==> src/rtl/pwm_out_pkg.sv <==
package pwm_out_pkg;

    localparam int DEF_NUM_CH = 3;
    localparam int DEF_DT_W   = 10;

    // internal active/passive state of one leg (1 = active)
    typedef struct packed {
        logic a;
        logic b;
    } gate_pair_t;

    // selects where a pin's active state comes from
    typedef enum logic [1:0] {
        SRC_OWN     = 2'd0,
        SRC_PASSIVE = 2'd1,
        SRC_LEG0_A  = 2'd2
    } pin_src_e;

    function automatic pin_src_e pick_src(input logic ovr_on, input logic pat_bit);
        if (!ovr_on)
            return SRC_OWN;
        return pat_bit ? SRC_LEG0_A : SRC_PASSIVE;
    endfunction

    function automatic logic resolve(input pin_src_e src, input logic own, input logic leg0_a);
        case (src)
            SRC_OWN:    return own;
            SRC_LEG0_A: return leg0_a;
            default:    return 1'b0;
        endcase
    endfunction

    // active/passive to pin level
    function automatic logic to_level(input logic active, input logic inv);
        return active ^ inv;
    endfunction

endpackage

==> src/rtl/pwm_deadtime.sv <==
module pwm_deadtime
    import pwm_out_pkg::*;
#(
    parameter int DT_W = DEF_DT_W
) (
    input  logic            clk,
    input  logic            rst,
    input  logic            raw,
    input  logic            dt_on,
    input  logic [DT_W-1:0] dt_len,
    output gate_pair_t      act
);

    logic            lvl_q;
    logic [DT_W-1:0] cnt_q;
    logic            use_dt;
    logic            flip;
    logic            settled;

    assign use_dt  = dt_on && (dt_len != '0);
    assign flip    = (raw != lvl_q);
    assign settled = (cnt_q == '0);

    always_ff @(posedge clk) begin
        if (rst) begin
            lvl_q <= 1'b0;
            cnt_q <= '0;
        end else if (flip) begin
            lvl_q <= raw;
            cnt_q <= use_dt ? dt_len : '0;
        end else if (!settled) begin
            cnt_q <= cnt_q - 1'b1;
        end
    end

    assign act.a = lvl_q & settled;
    assign act.b = ~lvl_q & settled;

    // a delayed transition leaves both sides passive on the next cycle
    p_dt_gap_r3: assert property (@(posedge clk) disable iff (rst)
        (flip && use_dt) |=> (!act.a && !act.b));

    // the side losing activity drops without waiting
    p_fast_off_a_r4: assert property (@(posedge clk) disable iff (rst)
        (lvl_q && !raw) |=> !act.a);
    p_fast_off_b_r4: assert property (@(posedge clk) disable iff (rst)
        (!lvl_q && raw) |=> !act.b);

    // a reversal during a running count restarts the wait
    p_retoggle_hold_r5: assert property (@(posedge clk) disable iff (rst)
        (!settled && flip && use_dt) |=> (!act.a && !act.b));

    // zero length or disabled gives an immediate complementary pair
    p_zero_len_r6: assert property (@(posedge clk) disable iff (rst)
        (flip && !use_dt) |=> (act.a != act.b));

endmodule

==> src/rtl/pwm_route.sv <==
module pwm_route
    import pwm_out_pkg::*;
#(
    parameter int NUM_CH = DEF_NUM_CH
) (
    input  logic                  clk,
    input  logic                  rst,
    input  logic [NUM_CH-1:0]     act_a,
    input  logic [NUM_CH-1:0]     act_b,
    input  logic                  cp_en,
    input  logic [2*NUM_CH-1:0]   cp_pat,
    input  logic [NUM_CH-1:0]     pol_inv,
    output logic [NUM_CH-1:0]     out_a,
    output logic [NUM_CH-1:0]     out_b
);

    logic [NUM_CH-1:0] nxt_a;
    logic [NUM_CH-1:0] nxt_b;

    always_comb begin
        for (int c = 0; c < NUM_CH; c++) begin
            nxt_a[c] = to_level(resolve(pick_src(cp_en, cp_pat[2*c]),   act_a[c], act_a[0]), pol_inv[c]);
            nxt_b[c] = to_level(resolve(pick_src(cp_en, cp_pat[2*c+1]), act_b[c], act_a[0]), pol_inv[c]);
        end
    end

    always_ff @(posedge clk) begin
        if (rst) begin
            out_a <= '0;
            out_b <= '1;
        end else begin
            out_a <= nxt_a;
            out_b <= nxt_b;
        end
    end

    // reset state of the pins
    p_reset_pins_r1: assert property (@(posedge clk)
        rst |=> (out_a == '0 && out_b == '1));

    for (genvar c = 0; c < NUM_CH; c++) begin : g_chk
        // without override and inversion both pins are never high together
        p_no_overlap_r2: assert property (@(posedge clk) disable iff (rst)
            (!$past(cp_en) && !$past(pol_inv[c])) |-> !(out_a[c] && out_b[c]));
        // a cleared pattern bit drives the passive level of the leg
        p_force_a_r8: assert property (@(posedge clk) disable iff (rst)
            (cp_en && !cp_pat[2*c]) |=> (out_a[c] == $past(pol_inv[c])));
        p_force_b_r8: assert property (@(posedge clk) disable iff (rst)
            (cp_en && !cp_pat[2*c+1]) |=> (out_b[c] == $past(pol_inv[c])));
    end

endmodule

==> src/rtl/pwm_gate_stage.sv <==
module pwm_gate_stage
    import pwm_out_pkg::*;
#(
    parameter int NUM_CH = DEF_NUM_CH,
    parameter int DT_W   = DEF_DT_W
) (
    input  logic                     clk,
    input  logic                     rst,
    input  logic [NUM_CH-1:0]        raw_pwm,
    input  logic [NUM_CH-1:0]        dt_en,
    input  logic [NUM_CH*DT_W-1:0]   dt_len,
    input  logic [NUM_CH-1:0]        pol_inv,
    input  logic                     cp_en,
    input  logic [2*NUM_CH-1:0]      cp_pat,
    output logic [NUM_CH-1:0]        out_a,
    output logic [NUM_CH-1:0]        out_b
);

    localparam int PAT_W = 2 * NUM_CH;

    logic [NUM_CH-1:0] act_a;
    logic [NUM_CH-1:0] act_b;

    for (genvar c = 0; c < NUM_CH; c++) begin : g_leg
        gate_pair_t pair;

        pwm_deadtime #(
            .DT_W (DT_W)
        ) u_dt (
            .clk    (clk),
            .rst    (rst),
            .raw    (raw_pwm[c]),
            .dt_on  (dt_en[c]),
            .dt_len (dt_len[c*DT_W +: DT_W]),
            .act    (pair)
        );

        assign act_a[c] = pair.a;
        assign act_b[c] = pair.b;
    end

    pwm_route #(
        .NUM_CH (NUM_CH)
    ) u_route (
        .clk     (clk),
        .rst     (rst),
        .act_a   (act_a),
        .act_b   (act_b),
        .cp_en   (cp_en),
        .cp_pat  (cp_pat[PAT_W-1:0]),
        .pol_inv (pol_inv),
        .out_a   (out_a),
        .out_b   (out_b)
    );

endmodule

==> config.mk <==
export PLATFORM = sky130hd
export DESIGN_NAME = pwm_gate_stage
export DESIGN_NICKNAME = d
export VERILOG_FILES = /design/src/rtl/pwm_out_pkg.sv /design/src/rtl/pwm_deadtime.sv /design/src/rtl/pwm_route.sv /design/src/rtl/pwm_gate_stage.sv
export SDC_FILE = /design/constraint.sdc
export NUM_CORES = 1
export LEC_CHECK = 0
export BUFFER_PORTS_ARGS = -buffer_cell sky130_fd_sc_hd__buf_2
export CAP_MARGIN = 15
export CORE_MARGIN = 2
export CORE_UTILIZATION = 53
export DETAILED_ROUTE_END_ITERATION = 8
export GPL_TIMING_DRIVEN = 0
export PLACE_DENSITY = 0.8
export REMOVE_ABC_BUFFERS = 1
export SKIP_CTS_REPAIR_TIMING = 1
export SLEW_MARGIN = 20
export SYNTH_ARGS = -nofsm -noshare
export SYNTH_HDL_FRONTEND = slang
export SYNTH_SLANG_ARGS = --single-unit
==> constraint.sdc <==
create_clock -name clk -period 3.1 [get_ports clk]
set_clock_uncertainty 0.2 [all_clocks]
set_input_delay 0.31 -clock clk [delete_from_list [all_inputs] [get_ports clk]]
set_output_delay 0.31 -clock clk [all_outputs]
set_load 0.005 [all_outputs]
# Word level (Yosys, flattened, before mapping)
# Index checks and enable logic that the tools add are counted.
# classes
addsub	3
eq_ne	12
mux	27
bitwise_logic	15
n_reduce_logical	16
# ops
op	n
10-bit two-way mux	9
10-bit logical NOT	3
10-bit nonzero test	3
10-bit by 1-bit subtractor with 10-bit output, second input constant	3
2-bit two-way mux	12
2-bit equality test, second input constant	6
2-bit logical NOT	6
1-bit one-hot mux with 2 select lines	5
1-bit AND	6
2-bit by 1-bit != test with 1-bit output, second input constant	3
1-bit XOR	6
1-bit logical AND	3
1-bit != test	3
1-bit inverter	3
2-bit OR reduction	1
1-bit two-way mux	1
# totals
register_bits	39
inputBits	48
output_inout_bits	6
elab_cells	81

# Depth between registers and ports, before layout
# Gate-level depths: netlist of the first run.
# depth
depth_word	6
depth_mapped	7
ltp_nobuf	6

# By module
# Synthesis of the first run repeated with hierarchy kept, for this count alone.
# unflattened
cells_unflattened	279
area_unflattened_um2	2356.0
# by_module_without_submodules
module	instances	cells_each	area_per_inst_um2	seq_area_each_um2
pwm_deadtime	3	81	679.4	220.2
pwm_route	1	36	317.8	120.1

# Least setup slack after synthesis of the first run
# OpenSTA, ideal clock, no wires.
# synth_path
kind	register -> register
startpoint	reg g_leg[2].u_dt.cnt_q[0]
endpoint	reg u_route.out_a[2]
setup_ns	0.121
arrival_ns	1.860
required_time_ns	2.779
slack_ns	0.919
stages_incl_launch_ff	7
path_buffers	0
period_less_slack_ns	2.181
cell_sequence	dfxtp_1 -> inv_1 -> ha_1 -> or4b_4 -> or3b_1 -> o22ai_1 -> mux2_2
# synth_via
elab_chain_cells	4
# synth_rtl
item	line	rtl
start: declaration	pwm_deadtime.sv:15	logic [DT_W-1:0] cnt_q;
start signal: assignment	pwm_deadtime.sv:30	cnt_q <= use_dt ? dt_len : '0;
start signal: assignment	pwm_deadtime.sv:32	cnt_q <= cnt_q - 1'b1;
10-bit logical NOT	pwm_deadtime.sv:22	assign settled = (cnt_q == '0);
1-bit AND	pwm_deadtime.sv:36	assign act.a = lvl_q & settled;
1-bit one-hot mux with 2 select lines	pwm_out_pkg.sv:26	case (src)
1-bit XOR	pwm_out_pkg.sv:35	return active ^ inv;
end signal: assignment	pwm_route.sv:32	out_a <= nxt_a;
end: declaration	pwm_route.sv:13	output logic [NUM_CH-1:0] out_a,
# No other way between the ends.
# A chain may end at the register's enable or synchronous reset.

# Worst setup path in the final report of the first run
# layout_path
startpoint	reg g_leg[1].u_dt.cnt_q[0]
endpoint	reg g_leg[1].u_dt.cnt_q[4]
# layout_via
elab_chain_cells	3
elab_cells_between_ends	5
cone_classes	add/sub (1); eq/ne (1); mux (2); reduce/logical (1)
# layout_rtl
item	line	rtl
start: declaration	pwm_deadtime.sv:15	
start signal: assignment	pwm_deadtime.sv:30	
start signal: assignment	pwm_deadtime.sv:32	
10-bit by 1-bit subtractor with 10-bit output	pwm_deadtime.sv:32	
10-bit two-way mux	pwm_deadtime.sv:31	end else if (!settled) begin
10-bit two-way mux	pwm_deadtime.sv:28	end else if (flip) begin
# Several ways; a longest one is shown, not always the timed one. The select of a mux whose other input is x is not followed.

==> results of run 1 <==
[sequential cells by signal, indices dropped and copies added, names as in the netlist]
signal,cells
u_route.out_a,3
g_leg.u_dt.lvl_q,3
u_route.out_b,3
g_leg.u_dt.cnt_q,30
[where the power goes]
group          switching [mW]  internal [mW]
clock                   0.173          0.158
sequential             0.0909          0.590
combinational           0.336          0.314
total                   0.600           1.06
[kinds of logic after synthesis]
group / after synthesis / synth area share (%)
AO/OA/AOI/OAI: 57 / 18.0
XOR/XNOR: 17 / 7.05
adder cells (fa/ha/maj): 3 / 1.78
buffers and inverters: 17 / 3.08
flip-flops: 39 / 37.0
multiplexers: 10 / 4.98
AND/OR/NAND/NOR: 107 / 28.1
[stage by stage]
step / utilization, % / worst slack [ns] / total power, mW
finish: 66.4 / 0.718 / 1.66
global route: 66.4 / 0.515 / 1.79
CTS: 66.4 / 0.762 / 1.66
detailed placement: 64.3 / 0.781 / 1.33
global placement: 64.3 / 0.782 / 1.31
floorplan: - / 0.919 / 1.17
[synth_stat cells (3+ instances only)]
cell      instances  area [um^2]
xor2_1            5         43.8
a22o_1            4         35.0
nand3b_1          3         22.5
o21ai_0          18         90.1
ha_1              3         37.5
nand4_1           6         37.5
nor2b_1           9         56.3
and3_1            3         18.8
nand2_1          22         82.6
nor2_1           20         75.1
nor3_1            7         35.0
nor4_1            9         56.3
o22ai_1           3         18.8
inv_1             9         33.8
dfxtp_1          39          781
mux2i_1           6         60.1
xnor2_1          12          105
clkbuf_1          6         22.5
a22oi_1           3         22.5
a21oi_1           8         40.0
mux2_2            4         45.0
a211oi_1          3         22.5
nand3_1          10         50.1
[placed cells by master (no fill, tap or decap), types with 4 or more instances in the layout]
master / count
buf_2: 53
dfxtp_1: 39
nand2_1: 22
nor2_1: 20
o21ai_0: 18
xnor2_1: 12
nand3_1: 10
inv_1: 9
nor4_1: 9
nor2b_1: 9
a21oi_1: 8
nor3_1: 7
nand4_1: 6
mux2i_1: 6
xor2_1: 5
clkbuf_8: 5
mux2_2: 4
a22o_1: 4
[cell type report]
class / instances / area, um^2
Clock inverter: 1 / 5.00
Sequential cell: 39 / 781
Fill cell: 343 / 1260
Timing Repair Buffer: 53 / 265
Clock buffer: 7 / 76.3
Inverter: 9 / 33.8
Tap cell: 48 / 60.1
Multi-Input combinational cell: 194 / 1270
[routing by layer]
layer	vias to the layer above	wire (um)	global-route usage, %
li1	1034	-	-
met1	938	2280	30.8
met2	79	2150	37.5
met3	7	349	4.39
met4	0	65	7.91
met5	-	0	0
[worst max path at each step]
stage / endpoint / slack (ns) / cells after the start
after detailed placement: g_leg[1].u_dt.cnt_q[4] / 0.78 / 6
final: g_leg[1].u_dt.cnt_q[4] / 0.72 / 6
after global placement: g_leg[1].u_dt.cnt_q[4] / 0.78 / 6
after floorplan: u_route.out_a[2] / 0.92 / 6
after global routing: g_leg[1].u_dt.cnt_q[7] / 0.52 / 6
after CTS: g_leg[1].u_dt.cnt_q[4] / 0.76 / 6
[worst min-delay path, delay by kind of cell]
| family | cells | cell delay (ns) |
|---|---|---|
| buffers and inverters | 1 | 0.08 |
| AO/OA/AOI/OAI | 1 | 0.05 |
| AND/OR/NAND/NOR | 1 | 0.04 |
==> reports/results.ini, run 1 <==
[critical_path]
worstPathMaxFanout=7
r2r_cells=6
crit_top_cell=o21ai_0
timing.rr.end=g_leg[1].u_dt.cnt_q[4]
slowest_delay_ns=0.49
path_cells=inv_1, ha_1, nor4b_2, nand3_1, o21ai_0, o21ai_0
required_ns=3.06
cp_top_family=simple AND/OR/NAND/NOR gates
start_kind=flip-flop
path_class=reg2reg
startpoint=g_leg[1].u_dt.cnt_q[0]
arrival_ns=2.35
critPathCaptureType=flip-flop
path_buf_inv=1
worst_path_max_delay_cell=nor4b_2
ff2ff_setup_slack_ns=0.72
r2r_start=g_leg[1].u_dt.cnt_q[0]

[placement]
io_buffers=53
dp.final_hpwl_um=3570
gp_congestion=0.867
dpl_cell_area_um2=2410
placed_cells=343

[yosys]
yosys_warnings=0
ys.flop_type=dfxtp_1
synthCells=250
synthDistinctLibCells=54
synth-edff-count=0
syn_area_um2=2110
synth-seq-cells=39
avgSynthCellArea_um2=8.45
yosysSeqAreaShare_pct=37.0
ys_async_sr_fraction_pct=0

[timing]
maxSlewHeadroom_pct=34.1
finalSetupTns_ns=0
slew_violations=0
final.min_clock_period_ns=2.38
hold_viol=0
rsz0062_at_grt=no
whs_ns=0.0163
period_share_pct=76.8
setup_violations=0
max_freq_mhz=420
worst_pin_slew_ns=0.982

[floorplanning]
die_x_um=67.1
fp.dieH_um=67.1
ioPinCount=54
floorplan.initialDensity_pct=56.4
fp.dieArea_um2=4510
core_um2=3740
row_count=22

[worst_hold_path]
min_to=g_leg[2].u_dt.cnt_q[9]
min_path_type=in2reg
timing.hold.worst.start=dt_len[29]
hold_depth=3

[cts]
clock-sinks=39
cts_tree=built
clk_path_buf_depth=2
cts-root-buf=clkbuf_8
path_clk_slew_ns=0.08
htree_levels=2
clk_latency_ns=0.29
cts_buffers=5

[grt]
overflow=0
antenna_found_initial=0
grt_pass1_wl_um=8020
grt_usage_pct=23.1
grt_max_degree=25
grt_pass1_vias=1855

[pwr]
power.leakage_nw=1.04
peakVddDrop_uv=381
power.density_nw_per_um2=668

[detailed_routing]
drtIter0Drc=229
avgViaCountPerCell=5.86
wire_per_inst_um=13.8
drtAntennaViolNets=0
routed-via-count=2058
routed_wl_um=4850
drt_first_pass_iters=4
post-route-drc-count=0

[final_layout]
stdcell_count=351
syn2layout_area_growth_pct=17.8
stdcell_area_um2=2490
n_antenna_cell=0
num-nets-final=353
drive_gt1_share_pct=24.1

[outcome]
outcome=completed

[flow_run]
max_cap_violations=0

(Power assumes the default switching activity.)
==> run 2: changes to the inputs <==
clock period = 2.47 ns   (was 3.1 ns; I/O delays follow)
==> run 2 against run 1 <==
The run now ends with negative hold slack left. Sequential cell count did not move. Utilization rose by 3.5 points. Clock-buffer cell count did not move. Combinational power rose by 30%. Register-to-register slack got worse by 0.54 ns. Power rose by 28%.
==> reports/results.ini, run 2 (synthesis results as in run 1) <==
[detailed_routing]
drtAntennaViolNets=0  ; unchanged
drt-met1-wl_um=2420  ; was 2280 um
dr_wl_met2_um=2300  ; was 2150 um
routed-via-count=2057  ; was 2058
post-route-drc-count=0  ; unchanged
drt_first_pass_iters=4  ; unchanged
wire_per_inst_um=14.1  ; was 13.8 um
dr_wl_met3_um=299  ; was 349 um
top_layer_used=met4  ; unchanged
drtIter0Drc=200  ; was 229
avgViaCountPerCell=5.68  ; was 5.86
routed_wl_um=5090  ; was 4850 um

[timing]
hold_viol=5  ; was 0
rsz0062_at_grt=no  ; unchanged
maxSlewHeadroom_pct=33.7  ; was 34.1%
period_share_pct=93.0  ; was 76.8%
finalSetupTns_ns=0  ; unchanged
final.min_clock_period_ns=2.30  ; was 2.38 ns
setup_violations=0  ; unchanged
worst_pin_slew_ns=0.988  ; was 0.982 ns
max_freq_mhz=435  ; was 420 MHz
slew_violations=0  ; unchanged
whs_ns=-0.0420  ; was 0.0163 ns

[critical_path]
start_kind=flip-flop  ; unchanged
ff2ff_setup_slack_ns=0.17  ; was 0.72 ns
timing.rr.end=u_route.out_a[2]  ; was g_leg[1].u_dt.cnt_q[4]
required_ns=2.45  ; was 3.06 ns
critPathCaptureType=flip-flop  ; unchanged
r2r_start=g_leg[2].u_dt.cnt_q[0]  ; was g_leg[1].u_dt.cnt_q[0]
arrival_ns=2.28  ; was 2.35 ns
r2r_cells=6  ; unchanged
worstPathMaxFanout=7  ; unchanged
path_class=reg2reg  ; unchanged

[pwr]
power.leakage_nw=1.09  ; was 1.04 nW
power_mw=2.12  ; was 1.66 mW
peakVddDrop_uv=468  ; was 381 uV
power.density_nw_per_um2=811  ; was 668 nW/um^2

[floorplanning]
floorplan.initialDensity_pct=56.4  ; unchanged
ioPinCount=54  ; unchanged
core_um2=3740  ; unchanged
row_count=22  ; unchanged
die_x_um=67.1  ; unchanged
fp.dieArea_um2=4510  ; unchanged
fp.dieH_um=67.1  ; unchanged

[placement]
dpl_cell_area_um2=2410  ; unchanged
dp.final_hpwl_um=3570  ; unchanged
io_buffers=53  ; unchanged
gp_congestion=0.867  ; unchanged

[cts]
clk_path_buf_depth=2  ; unchanged
path_clk_slew_ns=0.08  ; about the same
htree_levels=2  ; unchanged
clock-sinks=39  ; unchanged
clk_latency_ns=0.29  ; about the same
cts_tree=built  ; unchanged
cts_buffers=5  ; unchanged
cts-root-buf=clkbuf_8  ; unchanged

[grt]
overflow=0  ; unchanged
grt_usage_pct=23.1  ; unchanged
grt_max_degree=25  ; unchanged
antenna_found_initial=0  ; unchanged
grt_pass1_wl_um=8020  ; unchanged
grt_pass1_vias=1855  ; unchanged

[final_layout]
drive_gt1_share_pct=23.9  ; was 24.1%
stdcell_area_um2=2620  ; was 2490 um^2
syn2layout_area_growth_pct=23.9  ; was 17.8%
largest-register=g_leg.u_dt.cnt_q  ; unchanged
num-nets-final=364  ; was 353
layout_common_cells=buf_2 (53), dfxtp_1 (39), nand2_1 (22), nor2_1 (20), o21ai_0 (18)  ; unchanged
n_antenna_cell=0  ; unchanged
largest_reg_flops=30  ; unchanged
layout_commonest_cell=buf_2  ; unchanged

[flow_run]
max_cap_violations=0  ; unchanged

[outcome]
outcome=complete, but fails checks  ; was completed
violations=negative hold slack

[worst_hold_path]
min_to=g_leg[2].u_dt.cnt_q[3]  ; was g_leg[2].u_dt.cnt_q[9]
min_path_type=in2reg  ; unchanged
hold_depth=3  ; unchanged
timing.hold.worst.start=dt_len[23]  ; was dt_len[29]

==> run 2: cell types whose count changed in the layout (fill, tap and decap cells not counted) <==
cell           previous run  this run
nor3_2                    0         1
nor3_1                    7         6
nor4b_1                   1         0
dlygate4sd3_1             0        11
nor4b_4                   0         1
==> run 2: worst max path at each step <==
stage	startpoint	endpoint	slack, ns	cells after the start
floorplan	g_leg[2].u_dt.cnt_q[0]	u_route.out_a[2]	0.29	6
global placement	g_leg[1].u_dt.cnt_q[0]	g_leg[1].u_dt.cnt_q[4]	0.15	6
detailed placement	g_leg[1].u_dt.cnt_q[0]	g_leg[1].u_dt.cnt_q[4]	0.15	6
CTS	g_leg[1].u_dt.cnt_q[0]	g_leg[1].u_dt.cnt_q[4]	0.13	6
global route	g_leg[2].u_dt.cnt_q[0]	u_route.out_a[2]	0.07	6
finish	g_leg[2].u_dt.cnt_q[0]	u_route.out_a[2]	0.17	6
==> run 2: final cells by class <==
class / count / area, um^2
clock buffers: 7 / 76.3
multi-input cells: 194 / 1290
clock inverters: 1 / 5.00
repair buffers: 64 / 375
inverters: 9 / 33.8
flip-flops and latches: 39 / 781
well taps: 48 / 60.1
fillers: 324 / 1130
==> run 2: power breakdown <==
part,internal (mW),switching (mW)
combinational,0.417,0.428
clock,0.198,0.219
sequential,0.740,0.121
==> run 2: metal layers <==
metal	track usage, %	vias to the layer above
met5	0	-
met4	7.91	0
met3	4.39	7
met2	37.5	65
met1	30.8	933
li1	-	1052
==> run 2: worst max-delay path: stages, from the launching register on <==
cell and delay (ns):
dfxtp_1 0.32, inv_1 0.09, ha_1 0.20, or4b_4 0.52, or3b_1 0.37, o22ai_1 0.14, mux2_2 0.35
==> run 2: per-stage QoR <==
stage	hold slack, ns	std cells	setup WS (ns)	utilization [%]
after floorplan	0.116	242	0.289	-
after global placement	0.239	343	0.152	64.3
after detailed placement	0.250	343	0.151	64.3
after CTS	-0.0502	351	0.132	66.4
after global routing	0.0103	362	0.0691	69.9
final	-0.0420	362	0.174	69.9
==> run 3: changes to the inputs <==
PLACE_DENSITY = not set   (was 0.8)
PLACE_DENSITY_LB_ADDON = 0.08   (was not set)
==> run 3 against run 2 <==
Sequential power fell by 0.5%. Critical path depth stayed put. Highest routed layer unchanged. The run still ends with negative hold slack left. Wire length down 1.0%. Sequential share of layout area fell by 0.31 points. Hold slack better by 0.027 ns. Largest cell class unchanged.
==> reports/results.ini, run 3 (synthesis results as in run 1) <==
[outcome]
outcome=complete, but fails checks  ; unchanged
violations=negative hold slack  ; unchanged

[critical_path]
path_cells=inv_1, ha_1, or4b_4, or3b_1, o22ai_1, mux2_2  ; unchanged
slowest_delay_ns=0.52  ; about the same
path_class=reg2reg  ; unchanged
start_kind=flip-flop  ; unchanged
arrival_ns=2.27  ; was 2.28 ns
required_ns=2.45  ; about the same
worst_path_max_delay_cell=or4b_4  ; unchanged
worstPathMaxFanout=7  ; unchanged
critPathCaptureType=flip-flop  ; unchanged

[timing]
final.min_clock_period_ns=2.29  ; was 2.30 ns
slew_violations=0  ; unchanged
hold_viol=3  ; was 5
worst_pin_slew_ns=0.930  ; was 0.988 ns
rsz0062_at_grt=no  ; unchanged
maxSlewHeadroom_pct=37.6  ; was 33.7%
setup_violations=0  ; unchanged
whs_ns=-0.0148  ; was -0.0420 ns
period_share_pct=92.8  ; was 93.0%
max_freq_mhz=436  ; was 435 MHz
finalSetupTns_ns=0  ; unchanged

[grt]
overflow=0  ; unchanged
antenna_found_initial=0  ; unchanged
grt_usage_pct=23.9  ; was 23.1%
top_usage_layer=met2  ; unchanged
grt_use_met2_pct=40.0  ; was 37.5%
grt_util_met1_pct=30.1  ; was 30.8%
grt_pass1_wl_um=8120  ; was 8020 um
grt_pass1_vias=1823  ; was 1855
use_met3_pct=4.90  ; was 4.39%
grt_max_degree=25  ; unchanged

[placement]
dp.final_hpwl_um=3700  ; was 3570 um
dpl_cell_area_um2=2410  ; unchanged
gp_congestion=0.808  ; was 0.867
io_buffers=53  ; unchanged

[detailed_routing]
routed_wl_um=5040  ; was 5090 um
drtAntennaViolNets=0  ; unchanged
routed-via-count=2081  ; was 2057
drt_first_pass_iters=5  ; was 4
post-route-drc-count=0  ; unchanged
drtIter0Drc=229  ; was 200
avgViaCountPerCell=5.73  ; was 5.68
wire_per_inst_um=13.9  ; was 14.1 um

[final_layout]
drive_gt1_share_pct=24.1  ; was 23.9%
fin_util_pct=70.7  ; was 69.9%
syn2layout_area_growth_pct=25.2  ; was 23.9%
stdcell_area_um2=2650  ; was 2620 um^2
largest-register=g_leg.u_dt.cnt_q  ; unchanged
num-nets-final=365  ; was 364
largest_reg_flops=30  ; unchanged
layout_common_cells=buf_2 (53), dfxtp_1 (39), nand2_1 (22), nor2_1 (20), o21ai_0 (17)  ; was buf_2 (53), dfxtp_1 (39), nand2_1 (22), nor2_1 (20), o21ai_0 (18)
layout_commonest_cell=buf_2  ; unchanged
n_fill_cell=326  ; was 324
n_antenna_cell=0  ; unchanged

[floorplanning]
core_um2=3740  ; unchanged
die_x_um=67.1  ; unchanged
row_count=22  ; unchanged
fp.dieH_um=67.1  ; unchanged
fp.dieArea_um2=4510  ; unchanged
ioPinCount=54  ; unchanged
floorplan.initialDensity_pct=56.4  ; unchanged

[cts]
cts-root-buf=clkbuf_8  ; unchanged
cts_buffers=5  ; unchanged
clock-sinks=39  ; unchanged
clk_path_buf_depth=2  ; unchanged
path_clk_slew_ns=0.08  ; about the same
htree_levels=2  ; unchanged
clk_latency_ns=0.29  ; about the same
cts_tree=built  ; unchanged

[pwr]
power.density_nw_per_um2=821  ; was 811 nW/um^2
power.leakage_nw=1.10  ; was 1.09 nW
power_mw=2.17  ; was 2.12 mW
peakVddDrop_uv=587  ; was 468 uV

[worst_hold_path]
min_path_type=in2reg  ; unchanged

[flow_run]
max_cap_violations=0  ; unchanged

## run 3: power breakdown
| part | switching, mW | total (mW) | leakage (nW) | internal (mW) |
|---|---|---|---|---|
| clock network | 0.221 | 0.475 | 0.0505 | 0.254 |
| logic | 0.424 | 0.839 | 0.730 | 0.416 |
| registers | 0.117 | 0.857 | 0.323 | 0.740 |
| total | 0.762 | 2.17 | 1.10 | 1.41 |
## run 3: layout make-up
class / count / area [um^2] / area share, %
Clock inverter: 1 / 7.51 / 0.284
Inverter: 9 / 33.8 / 1.28
Clock buffer: 7 / 96.3 / 3.64
Multi-Input combinational cell: 194 / 1280 / 48.4
Tap cell: 48 / 60.1 / 2.27
Timing Repair Buffer: 65 / 385 / 14.6
Sequential cell: 39 / 781 / 29.5
## run 3: routing by layer
layer / share of wire (%) / up-vias
li1: - / 1060
met1: 45 / 945
met2: 48 / 65
met3: 5.3 / 11
met4: 2.0 / 0
met5: 0 / -
## run 3: worst max-delay path: cells and delay by family (launching register included)
family | cells | cell delay (ns)
AND/OR/NAND/NOR | 2 | 0.88
multiplexers | 1 | 0.35
flip-flops | 1 | 0.32
adder cells (fa/ha/maj) | 1 | 0.20
AO/OA/AOI/OAI | 1 | 0.15
buffers and inverters | 1 | 0.08
## run 3: through the flow
stage	setup slack [ns]	std cells	hold slack, ns
2_1_floorplan	0.289	242	0.116
6_report	0.179	363	-0.0148
3_5_place_dp	0.101	343	0.251
5_1_grt	0.0779	363	0.000909
4_1_cts	0.0913	351	-0.0495
3_3_place_gp	0.114	343	0.241
## run 3: path summary, 6_finish.rpt
| path | startpoint | to | slack (ns) | cells past startpoint |
|---|---|---|---|---|
| max | g_leg[2].u_dt.cnt_q[0] | u_route.out_a[2] | 0.18 | 6 |
| min | dt_len[8] | g_leg[0].u_dt.cnt_q[8] | -0.01 | 3 |
| max reg2reg | g_leg[2].u_dt.cnt_q[0] | u_route.out_a[2] | 0.18 | 6 |
| min reg2reg | g_leg[1].u_dt.cnt_q[7] | g_leg[1].u_dt.cnt_q[7] | 0.29 | 2 |
